### config.mk
export PLATFORM = sky130hd
export DESIGN_NAME = vcp_cmd_decoder
export DESIGN_NICKNAME = d
export VERILOG_FILES = /design/src/rtl/vcp_pkg.sv /design/src/rtl/vcp_word_classifier.sv /design/src/rtl/vcp_reg_file.sv /design/src/rtl/vcp_cmd_latch.sv /design/src/rtl/vcp_cmd_decoder.sv
export SDC_FILE = /design/constraint.sdc
export NUM_CORES = 1
export LEC_CHECK = 0
export BUFFER_PORTS_ARGS = -buffer_cell sky130_fd_sc_hd__buf_2
export CORE_MARGIN = 8
export CORE_UTILIZATION = 53
export DETAILED_ROUTE_END_ITERATION = 12
export PLACE_DENSITY = 0.83
export SYNTH_ARGS = -nofsm -noshare
export SYNTH_HDL_FRONTEND = slang
export SYNTH_SLANG_ARGS = --single-unit
export TNS_END_PERCENT = 50
### constraint.sdc
create_clock -name clk -period 2.7 [get_ports clk]
set_clock_uncertainty 0.05 [all_clocks]
set_input_delay 0.135 -clock clk [delete_from_list [all_inputs] [get_ports clk]]
set_output_delay 0.135 -clock clk [all_outputs]
set_load 0.1 [all_outputs]
### src/rtl/vcp_pkg.sv
package vcp_pkg;

  localparam int WORD_W = 16;
  localparam int IDX_W  = 5;
  localparam int VAL_W  = 8;
  localparam int NREG   = 6;

  // Register slots, in the order the top module unpacks them.
  localparam logic [IDX_W-1:0] REG_MAP [NREG] = '{
    5'h0F, 5'h13, 5'h14, 5'h15, 5'h16, 5'h17
  };

  typedef enum logic [1:0] {
    WK_NONE = 2'd0,
    WK_REG  = 2'd1,
    WK_CMD1 = 2'd2,
    WK_CMD2 = 2'd3
  } word_kind_e;

  // Sort one control-port word, given the command state.
  function automatic word_kind_e classify(input logic wr, input logic pending,
                                          input logic [1:0] top);
    if (!wr)                 return WK_NONE;
    else if (pending)        return WK_CMD2;
    else if (top == 2'b10)   return WK_REG;
    else                     return WK_CMD1;
  endfunction

  // Mode from the top two bits of the high source register.
  function automatic logic [1:0] mode_of(input logic [1:0] hi_bits);
    return hi_bits[1] ? {1'b1, hi_bits[0]} : 2'b00;
  endfunction

endpackage

### src/rtl/vcp_word_classifier.sv
module vcp_word_classifier
  import vcp_pkg::*;
(
  input  logic       ctl_wr,
  input  logic       pending,
  input  logic [1:0] top_bits,
  output word_kind_e kind
);
  always_comb kind = classify(ctl_wr, pending, top_bits);
endmodule

### src/rtl/vcp_reg_file.sv
module vcp_reg_file
  import vcp_pkg::*;
#(
  parameter int N   = NREG,
  parameter int IW  = IDX_W,
  parameter int VW  = VAL_W
) (
  input  logic                  clk,
  input  logic                  rst_n,
  input  logic                  wr_en,
  input  logic [IW-1:0]         idx,
  input  logic [VW-1:0]         val,
  output logic [N-1:0][VW-1:0]  q
);
  for (genvar g = 0; g < N; g++) begin : g_slot
    localparam logic [IW-1:0] SLOT_IDX = IW'(REG_MAP[g]);
    always_ff @(posedge clk) begin
      if (!rst_n)                          q[g] <= '0;
      else if (wr_en && idx == SLOT_IDX)   q[g] <= val;
    end
  end
endmodule

### src/rtl/vcp_cmd_latch.sv
module vcp_cmd_latch
  import vcp_pkg::*;
#(
  parameter int WW = WORD_W
) (
  input  logic          clk,
  input  logic          rst_n,
  input  word_kind_e    kind,
  input  logic [WW-1:0] word,
  input  logic          dat_acc,
  output logic          pending,
  output logic [5:0]    code,
  output logic [15:0]   addr,
  output logic          start
);
  always_ff @(posedge clk) begin
    if (!rst_n) begin
      pending <= 1'b0;
      code    <= '0;
      addr    <= '0;
      start   <= 1'b0;
    end else begin
      start <= (kind == WK_CMD2) && word[7];
      if (kind == WK_CMD1) begin
        code[1:0]  <= word[15:14];
        addr[13:0] <= word[13:0];
      end else if (kind == WK_CMD2) begin
        code[5:2]   <= word[7:4];
        addr[15:14] <= word[1:0];
      end
      if (dat_acc)                pending <= 1'b0;
      else if (kind == WK_CMD1)   pending <= 1'b1;
      else if (kind == WK_CMD2)   pending <= 1'b0;
    end
  end
endmodule

### src/rtl/vcp_cmd_decoder.sv
module vcp_cmd_decoder
  import vcp_pkg::*;
(
  input  logic        clk,
  input  logic        rst_n,
  input  logic        ctl_wr,
  input  logic [15:0] ctl_data,
  input  logic        dat_acc,
  output logic        cmd_pending,
  output logic [5:0]  acc_code,
  output logic [15:0] target_addr,
  output logic        dma_start,
  output logic [7:0]  addr_step,
  output logic [15:0] xfer_len,
  output logic [22:0] xfer_src,
  output logic [1:0]  xfer_mode
);
  word_kind_e                  kind;
  logic [NREG-1:0][VAL_W-1:0]  regs;

  // Named events for the checker.
  logic ev_reg_wr, ev_cmd1, ev_cmd2;
  assign ev_reg_wr = (kind == WK_REG);
  assign ev_cmd1   = (kind == WK_CMD1);
  assign ev_cmd2   = (kind == WK_CMD2);

  vcp_word_classifier u_cls (
    .ctl_wr   (ctl_wr),
    .pending  (cmd_pending),
    .top_bits (ctl_data[15:14]),
    .kind     (kind)
  );

  vcp_reg_file u_regs (
    .clk   (clk),
    .rst_n (rst_n),
    .wr_en (ev_reg_wr),
    .idx   (ctl_data[12:8]),
    .val   (ctl_data[7:0]),
    .q     (regs)
  );

  vcp_cmd_latch u_cmd (
    .clk     (clk),
    .rst_n   (rst_n),
    .kind    (kind),
    .word    (ctl_data),
    .dat_acc (dat_acc),
    .pending (cmd_pending),
    .code    (acc_code),
    .addr    (target_addr),
    .start   (dma_start)
  );

  assign addr_step = regs[0];
  assign xfer_len  = {regs[2], regs[1]};
  assign xfer_src  = {regs[5][6:0], regs[4], regs[3]};
  assign xfer_mode = mode_of(regs[5][7:6]);
endmodule

==> flow_results.xml <==
<?xml version="1.0" encoding="UTF-8"?>
<metrics>
  <group name="sta">
    <metric name="finalWorstSetupSlack" unit="ps">565.7</metric>
    <metric name="rsz0062_at_grt" unit="">false</metric>
    <metric name="drv_slew" unit="">0</metric>
    <metric name="worst-slew-pin-transition" unit="ps">824.9</metric>
    <metric name="totalNegativeSetupSlack" unit="ps">0</metric>
    <metric name="setup-violations-final" unit="">0</metric>
    <metric name="period_minus_slack" unit="ps">2134</metric>
    <metric name="slew_headroom" unit="">0.4489</metric>
    <metric name="hold-worst-slack" unit="ps">13.49</metric>
    <metric name="final.period_utilization" unit="">0.7905</metric>
    <metric name="count_of_endpoints_failing_hold_in_the_final_timing_report" unit="">0</metric>
    <metric name="fmax" unit="GHz">0.4685</metric>
  </group>
  <group name="hold_path">
    <metric name="hold_path.class" unit="">primary input to flop</metric>
    <metric name="min_from" unit="">ctl_data[13]</metric>
  </group>
  <group name="clock_network">
    <metric name="post_cts.repair.setup_buffers" unit="">0</metric>
    <metric name="cts_buffers" unit="">9</metric>
    <metric name="cts_tree" unit="">done</metric>
    <metric name="cts-root-to-sink-buffers" unit="">2</metric>
    <metric name="clkTransAtPathRegs" unit="ps">70</metric>
    <metric name="clk_root_buffer_cell" unit="">sky130_fd_sc_hd__clkbuf_8</metric>
    <metric name="worstSkewPairLatency" unit="ps">330</metric>
    <metric name="cts.sink_count" unit="">72</metric>
    <metric name="htreeDepth" unit="">3</metric>
  </group>
  <group name="grt">
    <metric name="grt_max_degree" unit="">47</metric>
    <metric name="track_usage" unit="">0.1979</metric>
    <metric name="grt-ovfl-total" unit="">0</metric>
    <metric name="first_global_vias" unit="">2369</metric>
    <metric name="grt_antenna_before_repair" unit="">0</metric>
    <metric name="grt_pass1_wl" unit="um">11890</metric>
  </group>
  <group name="run_status">
    <metric name="run_status" unit="">completed</metric>
  </group>
  <group name="placement">
    <metric name="count_of_input_and_output_buffers" unit="">92</metric>
    <metric name="gp_routability_congestion" unit="">0.7854</metric>
    <metric name="dpl_cell_area" unit="mm2">0.003262</metric>
    <metric name="pre_cts_slack" unit="ps">575.8</metric>
    <metric name="detailedPlacementHpwl" unit="um">5311</metric>
  </group>
  <group name="synth">
    <metric name="synth_fp_nets" unit="">304</metric>
    <metric name="synth.largest_area_cell" unit="">sky130_fd_sc_hd__dfxtp_1</metric>
    <metric name="synth_area" unit="mm2">0.002779</metric>
    <metric name="synth.top_cell.area_share" unit="">0.5187</metric>
    <metric name="synth-seq-cells" unit="">72</metric>
    <metric name="yosys_warnings" unit="">0</metric>
    <metric name="seq_area_frac_synth" unit="">0.5187</metric>
    <metric name="postSynthCellCount" unit="">284</metric>
    <metric name="avgSynthCellArea" unit="um2">9.785</metric>
    <metric name="synth.lib_cells_used.distinct" unit="">24</metric>
    <metric name="synth.area.top_cells" unit="">sky130_fd_sc_hd__dfxtp_1 (52%), sky130_fd_sc_hd__mux2i_1 (17%), sky130_fd_sc_hd__nand2_1 (8.9%)</metric>
  </group>
  <group name="floorplanning">
    <metric name="floorplan.initialDensity" unit="">0.5476</metric>
    <metric name="die_h" unit="um">88.41</metric>
    <metric name="io-pin-count" unit="">93</metric>
    <metric name="floorplan.die_area" unit="mm2">0.007816</metric>
    <metric name="std_cell_rows" unit="">26</metric>
    <metric name="die_width" unit="um">88.41</metric>
    <metric name="core-area" unit="mm2">0.005075</metric>
  </group>
  <group name="cells_and_area">
    <metric name="fillerInstances" unit="">432</metric>
    <metric name="layout-drive-gt1-share" unit="">0.3067</metric>
    <metric name="syn2layout_area_growth" unit="%">23.91</metric>
    <metric name="final_net_count" unit="">391</metric>
    <metric name="antennaDiodeCount" unit="">0</metric>
    <metric name="layout.core_utilization" unit="">0.6785</metric>
    <metric name="final_area" unit="mm2">0.003443</metric>
  </group>
  <group name="detailed_routing">
    <metric name="detail_route.drc_violations" unit="">0</metric>
    <metric name="wl" unit="um">7369</metric>
    <metric name="detail_route.first_pass.iterations" unit="">4</metric>
    <metric name="detail-route-antenna-nets" unit="">0</metric>
    <metric name="via_count" unit="">2345</metric>
    <metric name="viasPerCell" unit="">5.270</metric>
    <metric name="drtIter0Drc" unit="">157</metric>
    <metric name="average_wire_per_cell_in_the_routed_design" unit="um">16.56</metric>
  </group>
  <group name="setup_path">
    <metric name="timing_worst_setup_path_type" unit="">flop to flop</metric>
    <metric name="timing.critical_path.required" unit="ps">2860</metric>
    <metric name="cp.arrival" unit="ps">2290</metric>
    <metric name="ff2ff_path_depth" unit="">3</metric>
    <metric name="worst_setup_path_start_kind" unit="">flop</metric>
    <metric name="rrSetupSlack" unit="ps">570</metric>
    <metric name="timing.critical_path.fanout_max" unit="">12</metric>
    <metric name="r2r_startpoint" unit="">u_cmd.pending</metric>
    <metric name="critical_path.startpoint" unit="">u_cmd.pending</metric>
    <metric name="critPathCaptureType" unit="">flop</metric>
    <metric name="cp-endpoint" unit="">u_regs.q[17]</metric>
    <metric name="regToRegEndpoint" unit="">u_regs.q[17]</metric>
  </group>
  <group name="power_and_ir_drop">
    <metric name="vdd_ir_drop_max" unit="V">0.0003338</metric>
    <metric name="power_density" unit="mW/mm2">611.3</metric>
    <metric name="standby_leakage_power" unit="nW">1.588</metric>
  </group>
  <group name="job">
    <metric name="max-cap-violations" unit="">0</metric>
  </group>
</metrics>
==> critical path, stage by stage (launching register included) <==
cell and delay [ps]:
sky130_fd_sc_hd__dfxtp_1 400, sky130_fd_sc_hd__nand4bb_1 510, sky130_fd_sc_hd__or4_1 850, sky130_fd_sc_hd__mux2i_1 200
==> cells by family (layout without fill, tap and decap cells) <==
group	Yosys count	in the layout	synth area share
mux	48	48	0.1729
compound gates	39	39	0.08915
simple gates	104	104	0.1842
buf+inv	21	112	0.03511
flops	72	72	0.5187
==> per-layer routing <==
| layer | global-route usage | share of wire | vias up |
|---|---|---|---|
| li1 | - | - | 1134 |
| met1 | 0.2378 | 0.42 | 1108 |
| met2 | 0.3170 | 0.47 | 90 |
| met3 | 0.06871 | 0.094 | 13 |
| met4 | 0.07527 | 0.015 | 0 |
| met5 | 0 | 0 | - |
==> where the power goes <==
| group | switching, mW | total [mW] | internal, mW | leakage (nW) |
|---|---|---|---|---|
| Combinational | 0.218 | 0.267 | 0.0486 | 0.911 |
| Sequential | 0.00893 | 1.09 | 1.08 | 0.583 |
| Clock | 0.378 | 0.750 | 0.372 | 0.0947 |
| Total | 0.605 | 2.10 | 1.50 | 1.59 |
==> registers in the layout (all words and copies together) (netlist names) <==
signal	flops
u_cmd.addr	16
u_cmd.code	6
u_cmd.pending	1
u_cmd.start	1
u_regs.q	48
==> worst min-delay path by stage <==
stage / end / slack, ps / cells after the start
detailed placement: u_cmd.pending / 270 / 2
floorplan: u_cmd.pending / 160 / 1
CTS: u_cmd.addr[13] / 4 / 3
global placement: u_cmd.pending / 260 / 2
finish: u_cmd.addr[13] / 10 / 3
global route: u_cmd.addr[13] / 20 / 3
==> synthesized netlist by cell type <==
cell type,count
sky130_fd_sc_hd__nor4b_1,1
sky130_fd_sc_hd__nand3b_1,1
sky130_fd_sc_hd__o21ai_0,16
sky130_fd_sc_hd__a21oi_1,2
sky130_fd_sc_hd__buf_6,1
sky130_fd_sc_hd__a21boi_0,21
sky130_fd_sc_hd__nor2_1,2
sky130_fd_sc_hd__nand4bb_1,1
sky130_fd_sc_hd__or4_4,1
sky130_fd_sc_hd__and2_1,1
sky130_fd_sc_hd__buf_2,3
sky130_fd_sc_hd__nand2_1,66
sky130_fd_sc_hd__or4_1,1
sky130_fd_sc_hd__nand3_1,20
sky130_fd_sc_hd__nand2b_1,3
sky130_fd_sc_hd__nor4_4,2
sky130_fd_sc_hd__nor3b_1,1
sky130_fd_sc_hd__nor3_4,1
sky130_fd_sc_hd__inv_1,1
sky130_fd_sc_hd__nor2b_1,3
sky130_fd_sc_hd__dfxtp_1,72
sky130_fd_sc_hd__buf_4,2
sky130_fd_sc_hd__clkbuf_1,14
sky130_fd_sc_hd__mux2i_1,48
==> metrics by stage <==
step / power, mW / instances
floorplan: 1.315 / 284
global placement: 1.374 / 429
detailed placement: 1.378 / 429
CTS: 2.116 / 445
global route: 2.180 / 445
finish: 2.105 / 445
==> layout make-up <==
type / count / area, um2 / share of cell area
Timing Repair Buffer: 96 / 493.0 / 0.1432
Sequential cell: 72 / 1441 / 0.4186
Clock buffer: 11 / 151.4 / 0.04397
Inverter: 1 / 3.754 / 0.001090
Tap cell: 70 / 87.58 / 0.02544
Multi-Input combinational cell: 191 / 1246 / 0.3619
Clock inverter: 4 / 20.02 / 0.005814
==> layout by cell type (no fill, tap or decap), types with 3 or more instances in the layout <==
cell type | netlist | final
sky130_fd_sc_hd__mux2i_1 | 48 | 48
sky130_fd_sc_hd__clkinv_2 | 0 | 4
sky130_fd_sc_hd__a21boi_0 | 21 | 21
sky130_fd_sc_hd__nor2b_1 | 3 | 3
sky130_fd_sc_hd__nand2_1 | 66 | 66
sky130_fd_sc_hd__buf_2 | 3 | 92
sky130_fd_sc_hd__clkbuf_8 | 0 | 11
sky130_fd_sc_hd__nand3_1 | 20 | 20
sky130_fd_sc_hd__o21ai_0 | 16 | 16
sky130_fd_sc_hd__dfxtp_1 | 72 | 72
sky130_fd_sc_hd__buf_4 | 2 | 3
sky130_fd_sc_hd__nand2b_1 | 3 | 3
==> timing repair <==
action                                  CTS  global route
resized for setup                         0             0
hold buffers                              1             0
endpoints found under the setup margin    0             0
hold endpoints to repair                  1             0
Power figures use the tool's default switching activity.
